$ cat src/rtl/save_sched_pkg.sv
package save_sched_pkg;

    localparam int CSUM_W = 16;

    typedef logic [CSUM_W-1:0] csum_t;

    function automatic csum_t csum_fold(input csum_t acc, input logic [7:0] b);
        csum_t rot;
        rot = {acc[CSUM_W-2:0], acc[CSUM_W-1]};
        return rot + csum_t'(b);
    endfunction

endpackage

$ cat src/rtl/sweep_checksum.sv
module sweep_checksum
    import save_sched_pkg::*;
(
    input  logic       clk,
    input  logic       rst_n,
    input  logic       sweep_start,
    input  logic       byte_valid,
    input  logic [7:0] byte_data,
    input  logic       sweep_end,
    output logic       changed
);

    typedef struct packed {
        logic  in_sweep;
        csum_t acc;
        csum_t base;
        logic  have_base;
        logic  change;
    } ck_state_t;

    ck_state_t st_d, st_q;
    csum_t     fin;

    always_comb begin
        st_d        = st_q;
        st_d.change = 1'b0;
        fin         = st_q.acc;
        if (sweep_start) begin
            st_d.in_sweep = 1'b1;
            st_d.acc      = '0;
        end else if (st_q.in_sweep) begin
            if (byte_valid) begin
                fin      = csum_fold(st_q.acc, byte_data);
                st_d.acc = fin;
            end
            if (sweep_end) begin
                st_d.in_sweep  = 1'b0;
                st_d.change    = st_q.have_base && (fin != st_q.base);
                st_d.base      = fin;
                st_d.have_base = 1'b1;
            end
        end
    end

    always_ff @(posedge clk) begin
        if (!rst_n) st_q <= '0;
        else        st_q <= st_d;
    end

    assign changed = st_q.change;

    AST_BASELINE_FIRST: assert property (@(posedge clk) disable iff (!rst_n)
        st_q.change |-> $past(st_q.have_base));
    AST_CHANGE_AT_END: assert property (@(posedge clk) disable iff (!rst_n)
        st_q.change |-> $past(sweep_end));

endmodule

$ cat src/rtl/long_press.sv
module long_press #(
    parameter int HOLD_MS = 1000
) (
    input  logic clk,
    input  logic rst_n,
    input  logic reset_btn,
    input  logic tick_ms,
    output logic fire
);

    localparam int CW = $clog2(HOLD_MS + 1);

    typedef struct packed {
        logic [CW-1:0] cnt;
        logic          done;
        logic          pulse;
    } lp_state_t;

    lp_state_t st_d, st_q;

    always_comb begin
        st_d       = st_q;
        st_d.pulse = 1'b0;
        if (!reset_btn) begin
            st_d.cnt  = '0;
            st_d.done = 1'b0;
        end else begin
            if (tick_ms && st_q.cnt != CW'(HOLD_MS))
                st_d.cnt = st_q.cnt + 1'b1;
            if (st_q.cnt == CW'(HOLD_MS) && !st_q.done) begin
                st_d.pulse = 1'b1;
                st_d.done  = 1'b1;
            end
        end
    end

    always_ff @(posedge clk) begin
        if (!rst_n) st_q <= '0;
        else        st_q <= st_d;
    end

    assign fire = st_q.pulse;

    AST_PRESS_ONCE: assert property (@(posedge clk) disable iff (!rst_n)
        st_q.pulse |=> !st_q.pulse);
    AST_HOLD_BOUND: assert property (@(posedge clk) disable iff (!rst_n)
        st_q.cnt <= CW'(HOLD_MS));

endmodule

$ cat src/rtl/save_sched.sv
module save_sched #(
    parameter int QUIET_MS = 1000,
    parameter int FORCE_MS = 30000,
    parameter int HOLD_MS  = 1000
) (
    input  logic       clk,
    input  logic       rst_n,
    input  logic       sweep_start,
    input  logic       byte_valid,
    input  logic [7:0] byte_data,
    input  logic       sweep_end,
    input  logic       tick_ms,
    input  logic       reset_btn,
    input  logic       save_done,
    output logic       save_req
);

    localparam int QW = $clog2(QUIET_MS + 1);
    localparam int FW = $clog2(FORCE_MS + 1);

    typedef struct packed {
        logic          dirty;
        logic [QW-1:0] quiet;
        logic [FW-1:0] force_t;
        logic          pending;
        logic          req;
    } sc_state_t;

    sc_state_t st_d, st_q;
    logic      changed;
    logic      press;
    logic      due;
    logic      issue;

    sweep_checksum u_ck (
        .clk         (clk),
        .rst_n       (rst_n),
        .sweep_start (sweep_start),
        .byte_valid  (byte_valid),
        .byte_data   (byte_data),
        .sweep_end   (sweep_end),
        .changed     (changed)
    );

    long_press #(.HOLD_MS(HOLD_MS)) u_lp (
        .clk       (clk),
        .rst_n     (rst_n),
        .reset_btn (reset_btn),
        .tick_ms   (tick_ms),
        .fire      (press)
    );

    always_comb begin
        st_d  = st_q;
        due   = st_q.dirty && (st_q.quiet == QW'(QUIET_MS) ||
                               st_q.force_t == FW'(FORCE_MS));
        issue = !st_q.pending && (due || press);
        if (tick_ms && st_q.dirty) begin
            if (st_q.quiet != QW'(QUIET_MS))   st_d.quiet   = st_q.quiet + 1'b1;
            if (st_q.force_t != FW'(FORCE_MS)) st_d.force_t = st_q.force_t + 1'b1;
        end
        if (issue) begin
            st_d.dirty   = 1'b0;
            st_d.quiet   = '0;
            st_d.force_t = '0;
        end
        if (changed) begin
            st_d.dirty = 1'b1;
            st_d.quiet = '0;
            if (!st_q.dirty || issue) st_d.force_t = '0;
        end
        if (issue)          st_d.pending = 1'b1;
        else if (save_done) st_d.pending = 1'b0;
        st_d.req = issue;
    end

    always_ff @(posedge clk) begin
        if (!rst_n) st_q <= '0;
        else        st_q <= st_d;
    end

    assign save_req = st_q.req;

    AST_REQ_PULSE: assert property (@(posedge clk) disable iff (!rst_n)
        st_q.req |=> !st_q.req);
    AST_NO_REQ_PENDING: assert property (@(posedge clk) disable iff (!rst_n)
        st_q.req |-> !$past(st_q.pending));
    AST_REQ_SETS_PENDING: assert property (@(posedge clk) disable iff (!rst_n)
        st_q.req |-> st_q.pending);
    AST_QUIET_BOUND: assert property (@(posedge clk) disable iff (!rst_n)
        st_q.quiet <= QW'(QUIET_MS));
    AST_FORCE_BOUND: assert property (@(posedge clk) disable iff (!rst_n)
        st_q.force_t <= FW'(FORCE_MS));
    AST_CLEAN_IDLE: assert property (@(posedge clk) disable iff (!rst_n)
        !st_q.dirty |-> st_q.quiet == '0 && st_q.force_t == '0);

endmodule

$ cat config.mk
export PLATFORM = sky130hd
export DESIGN_NAME = save_sched
export DESIGN_NICKNAME = d
export VERILOG_FILES = /design/src/rtl/save_sched_pkg.sv /design/src/rtl/sweep_checksum.sv /design/src/rtl/long_press.sv /design/src/rtl/save_sched.sv
export SDC_FILE = /design/constraint.sdc
export NUM_CORES = 1
export LEC_CHECK = 0
export ABC_AREA = 1
export BUFFER_PORTS_ARGS = -buffer_cell sky130_fd_sc_hd__buf_2
export CORE_ASPECT_RATIO = 1.1
export CORE_MARGIN = 8
export CORE_UTILIZATION = 55
export CTS_CLUSTER_SIZE = 14
export DETAILED_ROUTE_END_ITERATION = 16
export GPL_ROUTABILITY_DRIVEN = 0
export GPL_TIMING_DRIVEN = 1
export PLACE_DENSITY = 0.79
export SYNTH_ARGS = -nofsm -noshare
export SYNTH_HDL_FRONTEND = slang
export SYNTH_SLANG_ARGS = --single-unit
$ cat constraint.sdc
create_clock -name clk -period 3.5 [get_ports clk]
set_input_delay 0 -clock clk [delete_from_list [all_inputs] [get_ports clk]]
set_output_delay 0 -clock clk [all_outputs]
set_load 0.02 [all_outputs]
# Yosys cells after proc, flatten, opt, wreduce, memory -nomap -nowiden

Index checks and enable logic that the tools add are counted.

Muxes and demuxes: 16
Reductions and logical operators: 20
Eq/ne operators: 7
Bitwise operators: 4
Add/sub/neg operators: 4

Operator list:

| cell                                                             | count |
|---|---|
| 26-bit two-way mux                                               | 2 |
| 16-bit two-way mux                                               | 3 |
| 35-bit two-way mux                                               | 1 |
| 15-bit two-way mux                                               | 2 |
| 25-bit two-way mux                                               | 1 |
| 10-bit by 1-bit adder with 10-bit output (second input constant) | 2 |
| 10-bit equality test (second input constant)                     | 2 |
| 10-bit != test (second input constant)                           | 2 |
| 18-bit two-way mux                                               | 1 |
| 17-bit two-way mux                                               | 1 |
| 16-bit by 8-bit adder with 16-bit output                         | 1 |
| 16-bit != test                                                   | 1 |
| 15-bit by 1-bit adder with 15-bit output (second input constant) | 1 |
| 15-bit equality test (second input constant)                     | 1 |
| 15-bit != test (second input constant)                           | 1 |
| 10-bit two-way mux                                               | 1 |
| 1-bit logical AND                                                | 6 |
| 1-bit two-way mux                                                | 4 |
| 1-bit inverter                                                   | 4 |
| 2-bit AND reduction                                              | 2 |
| 2-bit nonzero test                                               | 2 |
| 4-bit OR reduction                                               | 1 |
| 1-bit zero test                                                  | 3 |
| 1-bit logical OR                                                 | 3 |
| 3 further kinds                                                  | 3 |

Output and inout port bits: 1
Bits of input ports: 16
Register bits: 75

# Logic depth before layout (Yosys ltp)

Depth in word-level cells: 9
Gate-level depth with buffers: 18

# Cells and area by module

Synthesis repeated with hierarchy kept, for this count alone.

Cell total of the unflattened synthesis: 838
Area, all modules: 5077.4 µm²

Modules (own cells, without submodules):

| module         | cells an instance | instances | area each (µm²) | seq. area each (µm²) |
|---|---|---|---|---|
| sweep_checksum | 468               | 1         | 2661.3          | 700.7 |
| save_sched     | 273               | 1         | 1757.9          | 560.5 |
| long_press     | 97                | 1         | 658.1           | 240.2 |

# Worst setup path before layout

No wires, ideal clock.

Path type: register to register
From: register u_ck.st_q[33] in the netlist's numbering
To: register u_ck.st_q (netlist bit u_ck.changed)
Buffers on the path: 0
Path slack: 1.522 ns
Library setup time: 0.109 ns
Cell stages (with the launch flop): 17
Arrival: 1.869 ns
Cells stage by stage: dfxtp_1 > ha_1 > fa_1 > nand3_1 > nand3_1 > nand2_1 > nand2_1 > nand2_1 > nand3_1 > nand2_1 > nand2_1 > nand2_1 > nand3_1 > nor2_1 > nand3_1 > nand2_1 > inv_1

Cells in the longest elaborated chain, start to end: 6

RTL lines:

| element                                  | RTL line             | source |
|---|---|---|
| start: declaration                       | sweep_checksum.sv:21 | `ck_state_t st_d, st_q;` |
| start signal: assignment                 | sweep_checksum.sv:47 | `else st_q <= st_d;` |
| 16-bit by 8-bit adder with 16-bit output | save_sched_pkg.sv:10 | `return rot + csum_t'(b);` |
| 16-bit two-way mux *                     | sweep_checksum.sv:32 | `if (byte_valid) begin` |
| 16-bit two-way mux *                     | sweep_checksum.sv:31 | `end else if (st_q.in_sweep) begin` |
| 16-bit two-way mux *                     | sweep_checksum.sv:28 | `if (sweep_start) begin` |
| 16-bit != test *                         | sweep_checksum.sv:38 | `st_d.change = st_q.have_base && (fin != st_q.base);` |
| 1-bit logical AND *                      | sweep_checksum.sv:38 |  |

Mark *: on every way between the ends. The rest lies on a longest branch, timed or not. The select of a mux whose other input is x is not followed.
A chain may end at the register's enable or synchronous reset.

# Final worst setup path

From: register u_ck.st_q[34] in the netlist's numbering
To: register u_ck.st_q[16] in the netlist's numbering

Cells in the longest elaborated chain, start to end: 1

RTL lines:

| element |
|---|
| 3-bit AND reduction (no line) |

No other way between the ends.

==> metrics.yaml <==
critical_path:
  criticalPathCategory: "flip-flop to flip-flop"
  crit_slowest_cell: "dfxtp_1"
  max_stage_delay_ns: 0.58
  r2r-start: "u_ck.st_q[34]$_SDFF_PN0_"
  endpoint: "u_ck.st_q[16]$_SDFFE_PN0P_"
  crit_arrival_ns: 2.77
  cp-start-kind: "flip-flop"
  worstPathRequired_ns: 3.73
  end_kind: "flip-flop"
  cpMostUsedCell: "inv_1"
  r2r_slack_ns: 0.97
  worst-path-max-fanout: 25
  crit_chain: "inv_1, nor3_2, buf_4, clkinv_1, o21ai_0, inv_1"
  crit_path_start: "u_ck.st_q[34]$_SDFF_PN0_"
  r2r_cells: 6
  rr_endpoint: "u_ck.st_q[16]$_SDFFE_PN0P_"
synthesis:
  synth.distinct_cells: 35
  yosys-top-cells-count: "nand2_1, inv_1, dfxtp_1"
  ys.flop_type: "dfxtp_1"
  synth_edf_count: 0
  synth.area.top_cells: "dfxtp_1, nand2_1, inv_1"
  netlist_instances: 695
  yosysSeqAreaShare: 0.3336
  syn_nets: 726
  synth-seq-cells: 75
  async_flop_share: 0
  synth_area_leader_cell: "dfxtp_1"
  yosysTopAreaCellShare: 0.3336
  syn_area_per_cell_um2: 6.476
  yosysWarnings: 0
  netlist_area_um2: 4501
  post-synth-top-count-cell: "nand2_1"
timing:
  period_needed_ns: 2.534
  fin_skew_ns: 0.01321
  fin_ws_ns: 0.9663
  slew_headroom: 0.4770
  worst_pin_slew_ns: 0.7837
  drv_slew: 0
  rsz0062_at_grt: "no"
  layout_worst_path_cycle_share: 0.7239
  fmax_ghz: 0.3947
  setup_viol: 0
  holdWs_ns: 0.01869
  setup_tns_ns: 0
  hold_viol: 0
clock_network:
  cts.hold.buffers_added: 5
  cts_sinks: 75
  path_clk_slew_ns: 0.07
  root_buffer: "clkbuf_8"
  h-tree-depth: 3
  clk_path_buf_depth: 2
  post_cts_buffers: 0
  clk_latency_ns: 0.35
  ctsResizeCount: 0
  cts_tree: "done"
  cts_buffers: 9
hold_path:
  hold_path.class: "input pin to flip-flop"
finish:
  area_growth_pct: 9.035
  fillers: 759
  fin_cells: 828
  final_nets: 747
  diodes: 0
  final-seq-area_um2: 1501
  multi_input_area_um2: 2450
  layout-drive-gt1-share: 0.06667
floorplanning:
  core-area_um2: 7913
  ios: 17
  rows: 34
  dieArea_um2: 11340
  die_h_um: 110.9
  die_x_um: 102.3
  start_util: 0.5688
route:
  wl_per_cell_um: 12.36
  dr.pass1.iters: 6
  detail_route.iter0.violations: 281
  final_antenna_net_count: 0
  drt_wl_total_um: 10230
  drt-vias-per-instance: 5.310
  drc_errors: 0
  vias: 4397
placed_design:
  dp_hpwl_um: 7472
  place_ws_ns: 1.014
  dp_cells: 808
  numPortBuffers: 16
power:
  leakage_nw: 2.305
  internal_power_mw: 1.335
  clockPowerShare: 0.403
  finalPower_mw: 1.805
  peakVddDrop_mv: 0.3092
  share_comb_of_total_power: 0.107
  p_per_area_nw_per_um2: 367.8
  p_switching_mw: 0.4702
  seqPwrFrac: 0.490
  power.share.switching: 0.2605
job:
  maxCapViolCount: 0
global_route:
  grt_pass1_wl_um: 17480
  grt_overflow: 0
  grt_max_degree: 26
  antenna_found_initial: 0
  grt_pass1_vias: 4131
  grt_usage: 0.1850
outcome:
  outcome: "complete, no violations"
==> registers in the layout, indices dropped and copies added (netlist names) <==
signal and flops:
st_q 27, u_ck.changed 1, save_req 1, u_lp.st_q 11
u_lp.fire 1, u_ck.st_q 34
==> placed cells by master, fill, tap and decap left out, drive strengths merged <==
cell type and count:
nand2 168, inv 125, nand3 78, dfxtp 75
nor2 69, o21ai 47, a21oi 36, xor2 18
buf 17, ha 14, nor3 13, nand4 12
clkbuf 9, xnor2 5, dlygate4sd3 5, nor4 5
a31oi 3, o211ai 3, clkinv 3, nor3b 2
or2 2, and2 2, bufinv 2, and3 1
a211oi 1, o22ai 1, nand3b 1, o2111ai 1
fa 1, clkinvlp 1
==> worst max-delay path: cells and delay by family, from the launching register on <==
family | cells | cell delay [ns]
AO/OA/AOI/OAI | 1 | 0.35
buffers and inverters | 4 | 1.21
AND/OR/NAND/NOR | 1 | 0.27
flip-flops | 1 | 0.58
==> stage by stage <==
step | util | cell area, µm²
after floorplan | - | 4501
after global placement | 0.5868 | 4643
after detailed placement | 0.5868 | 4643
after CTS | 0.6202 | 4907
after global routing | 0.6202 | 4907
final | 0.6202 | 4907
==> logic make-up after synthesis <==
logic type               after synthesis  share of synthesized area
AND/OR/NAND/NOR                      353                     0.3489
buffers and inverters                137                     0.1220
AO/OA/AOI/OAI                         92                     0.1073
flip-flops                            75                     0.3336
XOR/XNOR                              23                    0.04476
adder cells (fa/ha/maj)               15                    0.04337
==> power groups by stage <==
stage / Clock (mW) / Combinational [mW] / Sequential, mW
final: 0.728 / 0.192 / 0.885
after global routing: 0.779 / 0.218 / 0.887
after CTS: 0.747 / 0.189 / 0.884
after detailed placement: 0 / 0.184 / 0.904
after global placement: 0 / 0.178 / 0.904
after floorplan: 0 / 0.143 / 0.898
==> worst min-delay path by stage <==
stage | start | end | slack (ns) | depth (start not counted)
final | rst_n | u_ck.st_q[11]$_SDFFE_PN0P_ | 0.02 | 3
after detailed placement | save_done | st_q[1]$_SDFFE_PN0P_ | 0.21 | 2
after CTS | rst_n | u_ck.st_q[11]$_SDFFE_PN0P_ | 0.008 | 3
after floorplan | save_done | st_q[1]$_SDFFE_PN0P_ | 0.11 | 1
after global routing | tick_ms | u_lp.st_q[5]$_SDFFE_PN0P_ | 0.03 | 3
after global placement | save_done | st_q[1]$_SDFFE_PN0P_ | 0.22 | 2
==> cell type report <==
type                            count  area share
Sequential cell                    75      0.3060
Timing Repair Buffer               22     0.02805
Clock buffer                        9     0.02524
Tap cell                          108     0.02754
Inverter                          125     0.09561
Clock inverter                      6     0.01836
Multi-Input combinational cell    483      0.4992
==> routing by layer <==
metal | up-vias | GRT usage | part of all wire
met5 | - | 0 | 0
met4 | 0 | 0.08431 | 0.037
met3 | 43 | 0.03455 | 0.050
met2 | 134 | 0.3106 | 0.46
met1 | 1964 | 0.2190 | 0.45
li1 | 2256 | - | -
Power figures use the tool's default switching activity.
